===== config.mk =====
export PLATFORM = sky130hd
export DESIGN_NAME = tso_store_buffer
export DESIGN_NICKNAME = d
export VERILOG_FILES = /design/src/rtl/tsb_pkg.sv /design/src/rtl/tsb_fifo.sv /design/src/rtl/tsb_match.sv /design/src/rtl/tso_store_buffer.sv
export SDC_FILE = /design/constraint.sdc
export NUM_CORES = 1
export LEC_CHECK = 0
export ABC_AREA = 1
export BUFFER_PORTS_ARGS = -buffer_cell sky130_fd_sc_hd__buf_2
export CAP_MARGIN = 20
export CORE_MARGIN = 4
export CORE_UTILIZATION = 55
export DETAILED_ROUTE_END_ITERATION = 8
export PLACE_DENSITY = 0.78
export SLEW_MARGIN = 40
export SYNTH_ARGS = -nofsm -noshare
export SYNTH_HDL_FRONTEND = slang
export SYNTH_SLANG_ARGS = --single-unit
export TNS_END_PERCENT = 10

===== constraint.sdc =====
create_clock -name clk -period 5.73 [get_ports clk]
set_clock_uncertainty 0.2 [all_clocks]
set_input_delay 0.2865 -clock clk [delete_from_list [all_inputs] [get_ports clk]]
set_output_delay 0.2865 -clock clk [all_outputs]
set_load 0.01 [all_outputs]

===== src/rtl/tsb_pkg.sv =====
package tsb_pkg;
  localparam int TSB_DEPTH_DEF = 8;
  localparam int TSB_ADDR_DEF  = 16;
  localparam int TSB_DATA_DEF  = 32;
endpackage


===== src/rtl/tsb_fifo.sv =====
module tsb_fifo #(
  parameter int DEPTH  = 8,
  parameter int ADDR_W = 16,
  parameter int DATA_W = 32,
  localparam int PTR_W = $clog2(DEPTH),
  localparam int CNT_W = $clog2(DEPTH + 1)
) (
  input  logic              clk,
  input  logic              rst_n,
  input  logic              push,
  input  logic [ADDR_W-1:0] push_addr,
  input  logic [DATA_W-1:0] push_data,
  input  logic              pop,
  output logic [ADDR_W-1:0] ent_addr [DEPTH],
  output logic [DATA_W-1:0] ent_data [DEPTH],
  output logic [PTR_W-1:0]  head_ptr,
  output logic [CNT_W-1:0]  level
);
  logic [PTR_W-1:0] tail_ptr;

  always_ff @(posedge clk) begin
    if (!rst_n) begin
      head_ptr <= '0;
      tail_ptr <= '0;
      level    <= '0;
    end else begin
      if (push) tail_ptr <= tail_ptr + 1'b1;
      if (pop)  head_ptr <= head_ptr + 1'b1;
      case ({push, pop})
        2'b10:   level <= level + 1'b1;
        2'b01:   level <= level - 1'b1;
        default: level <= level;
      endcase
    end
  end

  always_ff @(posedge clk) begin
    if (push) begin
      ent_addr[tail_ptr] <= push_addr;
      ent_data[tail_ptr] <= push_data;
    end
  end


  no_overflow_chk: assert property (@(posedge clk) disable iff (!rst_n)
    level <= CNT_W'(DEPTH));


  full_push_chk: assert property (@(posedge clk) disable iff (!rst_n)
    (level == CNT_W'(DEPTH)) |-> !push);


  empty_pop_chk: assert property (@(posedge clk) disable iff (!rst_n)
    (level == '0) |-> !pop);
endmodule


===== src/rtl/tsb_match.sv =====
module tsb_match #(
  parameter int DEPTH  = 8,
  parameter int ADDR_W = 16,
  parameter int DATA_W = 32,
  localparam int PTR_W = $clog2(DEPTH),
  localparam int CNT_W = $clog2(DEPTH + 1)
) (
  input  logic [ADDR_W-1:0] ent_addr [DEPTH],
  input  logic [DATA_W-1:0] ent_data [DEPTH],
  input  logic [PTR_W-1:0]  head_ptr,
  input  logic [CNT_W-1:0]  level,
  input  logic [ADDR_W-1:0] look_addr,
  output logic              hit,
  output logic [DATA_W-1:0] hit_data
);
  logic [PTR_W-1:0] idx;

  // Walk from oldest to newest; a later match overrides, so the youngest wins.
  always_comb begin
    hit      = 1'b0;
    hit_data = '0;
    idx      = head_ptr;
    for (int k = 0; k < DEPTH; k++) begin
      idx = head_ptr + PTR_W'(k);
      if ((CNT_W'(k) < level) && (ent_addr[idx] == look_addr)) begin
        hit      = 1'b1;
        hit_data = ent_data[idx];
      end
    end
  end
endmodule


===== src/rtl/tso_store_buffer.sv =====
module tso_store_buffer #(
  parameter int DEPTH  = tsb_pkg::TSB_DEPTH_DEF,
  parameter int ADDR_W = tsb_pkg::TSB_ADDR_DEF,
  parameter int DATA_W = tsb_pkg::TSB_DATA_DEF
) (
  input  logic              clk,
  input  logic              rst_n,
  input  logic              st_valid,
  output logic              st_ready,
  input  logic [ADDR_W-1:0] st_addr,
  input  logic [DATA_W-1:0] st_data,
  input  logic              ld_valid,
  output logic              ld_ready,
  input  logic [ADDR_W-1:0] ld_addr,
  output logic [DATA_W-1:0] ld_data,
  output logic              ld_hit,
  output logic              mem_rd_en,
  output logic [ADDR_W-1:0] mem_rd_addr,
  input  logic [DATA_W-1:0] mem_rd_data,
  output logic              dr_valid,
  input  logic              dr_ready,
  output logic [ADDR_W-1:0] dr_addr,
  output logic [DATA_W-1:0] dr_data,
  input  logic              fence_req,
  output logic              fence_done
);
  localparam int PTR_W = $clog2(DEPTH);
  localparam int CNT_W = $clog2(DEPTH + 1);

  logic [ADDR_W-1:0] ent_addr [DEPTH];
  logic [DATA_W-1:0] ent_data [DEPTH];
  logic [PTR_W-1:0]  head_ptr;
  logic [CNT_W-1:0]  level;
  logic              push, pop, is_empty, is_full, fence_wait;
  logic              fwd_hit;
  logic [DATA_W-1:0] fwd_data;

  assign is_empty   = (level == '0);
  assign is_full    = (level == CNT_W'(DEPTH));
  assign fence_wait = fence_req && !is_empty;
  assign st_ready   = !is_full && !fence_wait;
  assign ld_ready   = !fence_wait;
  assign fence_done = fence_req && is_empty;
  assign push       = st_valid && st_ready;
  assign dr_valid   = !is_empty;
  assign pop        = dr_valid && dr_ready;
  assign dr_addr    = ent_addr[head_ptr];
  assign dr_data    = ent_data[head_ptr];

  tsb_fifo #(.DEPTH(DEPTH), .ADDR_W(ADDR_W), .DATA_W(DATA_W)) fifo_i (
    .clk(clk), .rst_n(rst_n), .push(push), .push_addr(st_addr),
    .push_data(st_data), .pop(pop), .ent_addr(ent_addr),
    .ent_data(ent_data), .head_ptr(head_ptr), .level(level)
  );

  tsb_match #(.DEPTH(DEPTH), .ADDR_W(ADDR_W), .DATA_W(DATA_W)) match_i (
    .ent_addr(ent_addr), .ent_data(ent_data), .head_ptr(head_ptr),
    .level(level), .look_addr(ld_addr), .hit(fwd_hit), .hit_data(fwd_data)
  );

  assign mem_rd_addr = ld_addr;
  assign ld_hit      = ld_valid && fwd_hit;
  assign mem_rd_en   = ld_valid && ld_ready && !fwd_hit;
  assign ld_data     = fwd_hit ? fwd_data : mem_rd_data;


  drain_hold_chk: assert property (@(posedge clk) disable iff (!rst_n)
    (dr_valid && !dr_ready) |=> (dr_valid && $stable(dr_addr) && $stable(dr_data)));


  fence_block_chk: assert property (@(posedge clk) disable iff (!rst_n)
    (fence_req && dr_valid) |-> (!st_ready && !ld_ready && !fence_done));


  empty_no_hit_chk: assert property (@(posedge clk) disable iff (!rst_n)
    !dr_valid |-> !ld_hit);


  one_source_chk: assert property (@(posedge clk) disable iff (!rst_n)
    !(ld_hit && mem_rd_en));
endmodule


==> results_tabular.tex <==
\begin{tabular}{lr}
\hline
Metric & Value \\
\hline
\multicolumn{2}{l}{\textbf{Placement}} \\
Placed cell count & approximately 5,400 \\
Final Wtd Congestion & 1.02 \\
Placement Cell Area & about 32,000 µm² \\
Detailed-placement wirelength estimate & roughly 66,000 µm \\
Port buffer count & a little over 200 \\
Placement Setup Slack & 0.978 ns \\
\multicolumn{2}{l}{\textbf{Setup path}} \\
Classification of the worst setup path & flop to primary output \\
Cell chain of the critical path & inv\_6, ha\_4, xor2\_4, inv\_2, buf\_4, nand3\_1, o21ai\_0, o22ai\_1, nor2\_1, nand2\_1, nor2\_1, nand3\_4, buf\_4, nor3\_1, nor2\_1, nand2\_1, nand2\_1, buf\_2 \\
Slowest-stage cell, CP & sky130\_fd\_sc\_hd\_\_nor3\_1 \\
Family of cells with the greatest summed delay on the critical path & simple AND/OR/NAND/NOR gates \\
Critical Path Max Stage Delay & 0.68 ns \\
Endpoint type of the worst setup path & primary output \\
CP Data Required Time & roughly 5.2 ns \\
Buffers plus inverters on the worst setup path & 5 \\
Data arrival time of the worst path & roughly 5 ns \\
Maximum fanout encountered on the critical timing path & between 60 and 70 \\
Sort of element at the start of the critical path & flop \\
\multicolumn{2}{l}{\textbf{Logic synthesis}} \\
Cell accounting for the most synthesized area & sky130\_fd\_sc\_hd\_\_edfxtp\_1 \\
Primary FF master, synth & sky130\_fd\_sc\_hd\_\_edfxtp\_1 \\
Yosys Warn Count & 0 \\
Ys async rst share & 0\% \\
Post-Syn Area & roughly 31,000 µm² \\
Cells after Synth & 4,691 \\
FF+latch count, synth & roughly 400 \\
Fraction of synthesized cell area taken by the top area cell type & 37.4\% \\
Number of synthesized flops with an enable pin & 384 \\
Average size of a mapped cell & 6.58 µm² \\
Post-synthesis net count & about 4,800 \\
Sequential cell area fraction in the yosys report & a little under two fifths \\
Cells taking the most area after synthesis & sky130\_fd\_sc\_hd\_\_edfxtp\_1, sky130\_fd\_sc\_hd\_\_nand2\_1, sky130\_fd\_sc\_hd\_\_nand3\_1, sky130\_fd\_sc\_hd\_\_o21ai\_0, sky130\_fd\_sc\_hd\_\_nor2\_1 \\
Number of library cell types mapped by synthesis & 41 \\
\multicolumn{2}{l}{\textbf{Clocking}} \\
CTS tree & yes \\
Worst-case clock buffer depth & 3 \\
Clock root cell & sky130\_fd\_sc\_hd\_\_clkbuf\_16 \\
TritonCTS Buffers & 46 \\
Sinks on Clock Net & 394 \\
Max H-tree Level & 2 \\
Clock edge transition at the registers on the reported setup and hold paths & $\sim$0.06 ns \\
Postcts setup bufs & 0 \\
Source-to-sink clock delay at the later pin of the worst-skew pair & approximately 0.59 ns \\
\multicolumn{2}{l}{\textbf{STA}} \\
Number of hold-slack violations in the final timing report & 0 \\
Worst hold slack after final layout & 0.297 ns \\
Slew headroom & between 40\% and 50\% \\
Total Negative Setup Slacks & 0 ns \\
Max Slew Vio Count & 0 \\
Post-route minimum period & $\sim$5.5 ns \\
Ratio of final minimum period to clock period & between 90\% and 100\% \\
Tightest Pin Transition & 0.893 ns \\
Highest Clock Rate & between 150 and 200 MHz \\
Setup WS post-layout & between 0.2 and 0.25 ns \\
RSZ-0062 raised after global routing & no \\
Finish-stage setup viols & 0 \\
\multicolumn{2}{l}{\textbf{Cells and area}} \\
Ratio of cells with drive above 1 in the final layout & between 8 and 9\% \\
Final standard cell count with taps included and fillers excluded & 5,522 \\
Area added between synthesis and finish & 11.3\% \\
Total area of sequential cells & between 10,000 and 15,000 µm² \\
Number of filler cells placed in the layout & 5,120 \\
Number of nets in the layout & 4,845 \\
Final instance area & $\sim$34,000 µm² \\
Area of the multi-input gates & between 15,000 and 20,000 µm² \\
\multicolumn{2}{l}{\textbf{Min path}} \\
Worst hold path type & flop to flop \\
\multicolumn{2}{l}{\textbf{Floorplanning}} \\
Die height & 245 µm \\
Num rows & 86 \\
Die Footprint & 60,000 µm² \\
Horizontal die dimension & 245 µm \\
Core footprint & approximately 55,000 µm² \\
I/O Pins & roughly 200 \\
Starting utilization of the core area & between 50\% and 60\% \\
\multicolumn{2}{l}{\textbf{Route}} \\
Met2 WL & around 46,000 µm \\
Total detailed-routing wirelength & around 100,000 µm \\
Via density per instance & about 5.8 \\
Wire length on met1 & $\sim$41,000 µm \\
Final routed wire length divided by cell count & between 15 and 20 µm \\
DRT Pass-1 Iters & 8 \\
DRT antenna net count & 0 \\
Via Count & between 30,000 and 40,000 \\
Drt drc & 0 \\
Iteration-0 DRC Markers & between 4,000 and 5,000 \\
Total length of routed met3 wires & between 10,000 and 15,000 µm \\
Highest routing layer actually used & met5 \\
\multicolumn{2}{l}{\textbf{Global routing}} \\
Number of antenna violations at the first check in global routing & 2 \\
Global-route wire length before repair & between 150,000 and 200,000 µm \\
Largest net degree at the start of global routing & about 160 \\
Vias in the first global route & between 20,000 and 30,000 \\
Total congestion overflow after global routing & 0 \\
Overall fraction of global-route tracks in use & about a third \\
\multicolumn{2}{l}{\textbf{Run}} \\
Max cap viols & 0 \\
\multicolumn{2}{l}{\textbf{Pwr}} \\
Leakage & $\sim$17 nW \\
Power per unit of standard cell area & roughly 530 nW/µm² \\
Max VDD drop & 0.000592 V \\
\multicolumn{2}{l}{\textbf{Status}} \\
Outcome & finished clean \\
\hline
\end{tabular}
cell usage after synthesis (all sizes together), types with 30 or more instances:
cell type,number
nand3,520
nor3,40
o211ai,44
a21oi,58
nand2,1986
o21ai,382
edfxtp,384
inv,266
nor2,427
or2,33
mux2i,132
clkbuf,129
xor2,30
buf,191
area by class of cell:
class / count / area share [%]
clock buffer: 52 / 3.51
tap: 748 / 2.72
inverter: 269 / 3.02
antenna: 3 / 0.0218
multi-input combinational: 3708 / 49.0
timing repair buffer: 317 / 6.51
sequential: 394 / 34.2
clock inverter: 31 / 1.09
routing by layer:
metal | vias to the layer above | global-route usage, %
li1 | 15400 | -
met1 | 14600 | 45.7
met2 | 1846 | 52.8
met3 | 278 | 6.25
met4 | 2 | 11.2
met5 | - | 0
placed cells by master, fill, tap and decap left out, types with 44 or more instances in the layout:
master,n
sky130_fd_sc_hd__a21oi_1,58
sky130_fd_sc_hd__buf_2,203
sky130_fd_sc_hd__clkbuf_16,48
sky130_fd_sc_hd__dlygate4sd3_1,52
sky130_fd_sc_hd__edfxtp_1,384
sky130_fd_sc_hd__inv_1,257
sky130_fd_sc_hd__mux2i_1,132
sky130_fd_sc_hd__nand2_1,1984
sky130_fd_sc_hd__nand3_1,515
sky130_fd_sc_hd__nor2_1,415
sky130_fd_sc_hd__o211ai_1,44
sky130_fd_sc_hd__o21ai_0,372
sequential cells by signal, indices dropped and copies added (netlist names):
name and count:
fifo_i.ent_data 256, fifo_i.ent_addr 128, fifo_i.tail_ptr 3, fifo_i.head_ptr 3, fifo_i.level 4
logic make-up (layout without fill, tap and decap cells):
group | after synthesis | count (layout) | share of synthesized area, %
and+or+nand+nor | 3032 | 3032 | 39.7
buffers and inverters | 589 | 669 | 8.06
AOI/OAI and AO/OA | 506 | 506 | 8.73
DFF | 394 | 394 | 38.0
muxes | 132 | 132 | 4.28
xor gates and xnor gates | 31 | 31 | 0.928
adders and majority gates | 7 | 7 | 0.284
other | 0 | 3 | 0
stage by stage:
stage | power, mW | util (%)
after floorplan | 11.7 | -
after global placement | 14.6 | 58.0
final | 18.3 | 62.1
after detailed placement | 14.8 | 58.2
after CTS | 17.9 | 62.0
after global routing | 19.6 | 62.1
repair_timing:
item | in CTS | in global routing
endpoints found under the setup margin | 0 | 32
hold buffers | 52 | 0
hold endpoints to repair | 394 | 0
gates resized for setup | 0 | 5
final timing paths:
kind                                                         to  depth (start not counted)  slack [ns]                       startpoint
worst min register to register  fifo_i.tail_ptr[0]$_SDFFE_PN0P_                          2        0.30  fifo_i.tail_ptr[0]$_SDFFE_PN0P_
worst min-delay path            fifo_i.tail_ptr[0]$_SDFFE_PN0P_                          2        0.30  fifo_i.tail_ptr[0]$_SDFFE_PN0P_
worst max-delay path                                ld_data[13]                         18        0.24  fifo_i.head_ptr[1]$_SDFFE_PN0P_
worst max register to register   fifo_i.ent_data[198]$_DFFE_PP_                         10        2.05     fifo_i.level[3]$_SDFFE_PN0P_
report_power, final:
part / switching [mW] / leakage, nW / total, mW / internal (mW)
logic: 8.14 / 12.3 / 11.7 / 3.52
registers: 0.163 / 3.56 / 3.56 / 3.40
clock network: 1.24 / 0.767 / 3.11 / 1.87
total: 9.54 / 16.7 / 18.3 / 8.78
worst min-delay path: stages, from the launching register on:
cell	delay, ns
sky130_fd_sc_hd__dfxtp_1	0.33
sky130_fd_sc_hd__nand2_1	0.07
sky130_fd_sc_hd__a21oi_1	0.06
No activity file was read; power rests on OpenSTA's default activity.
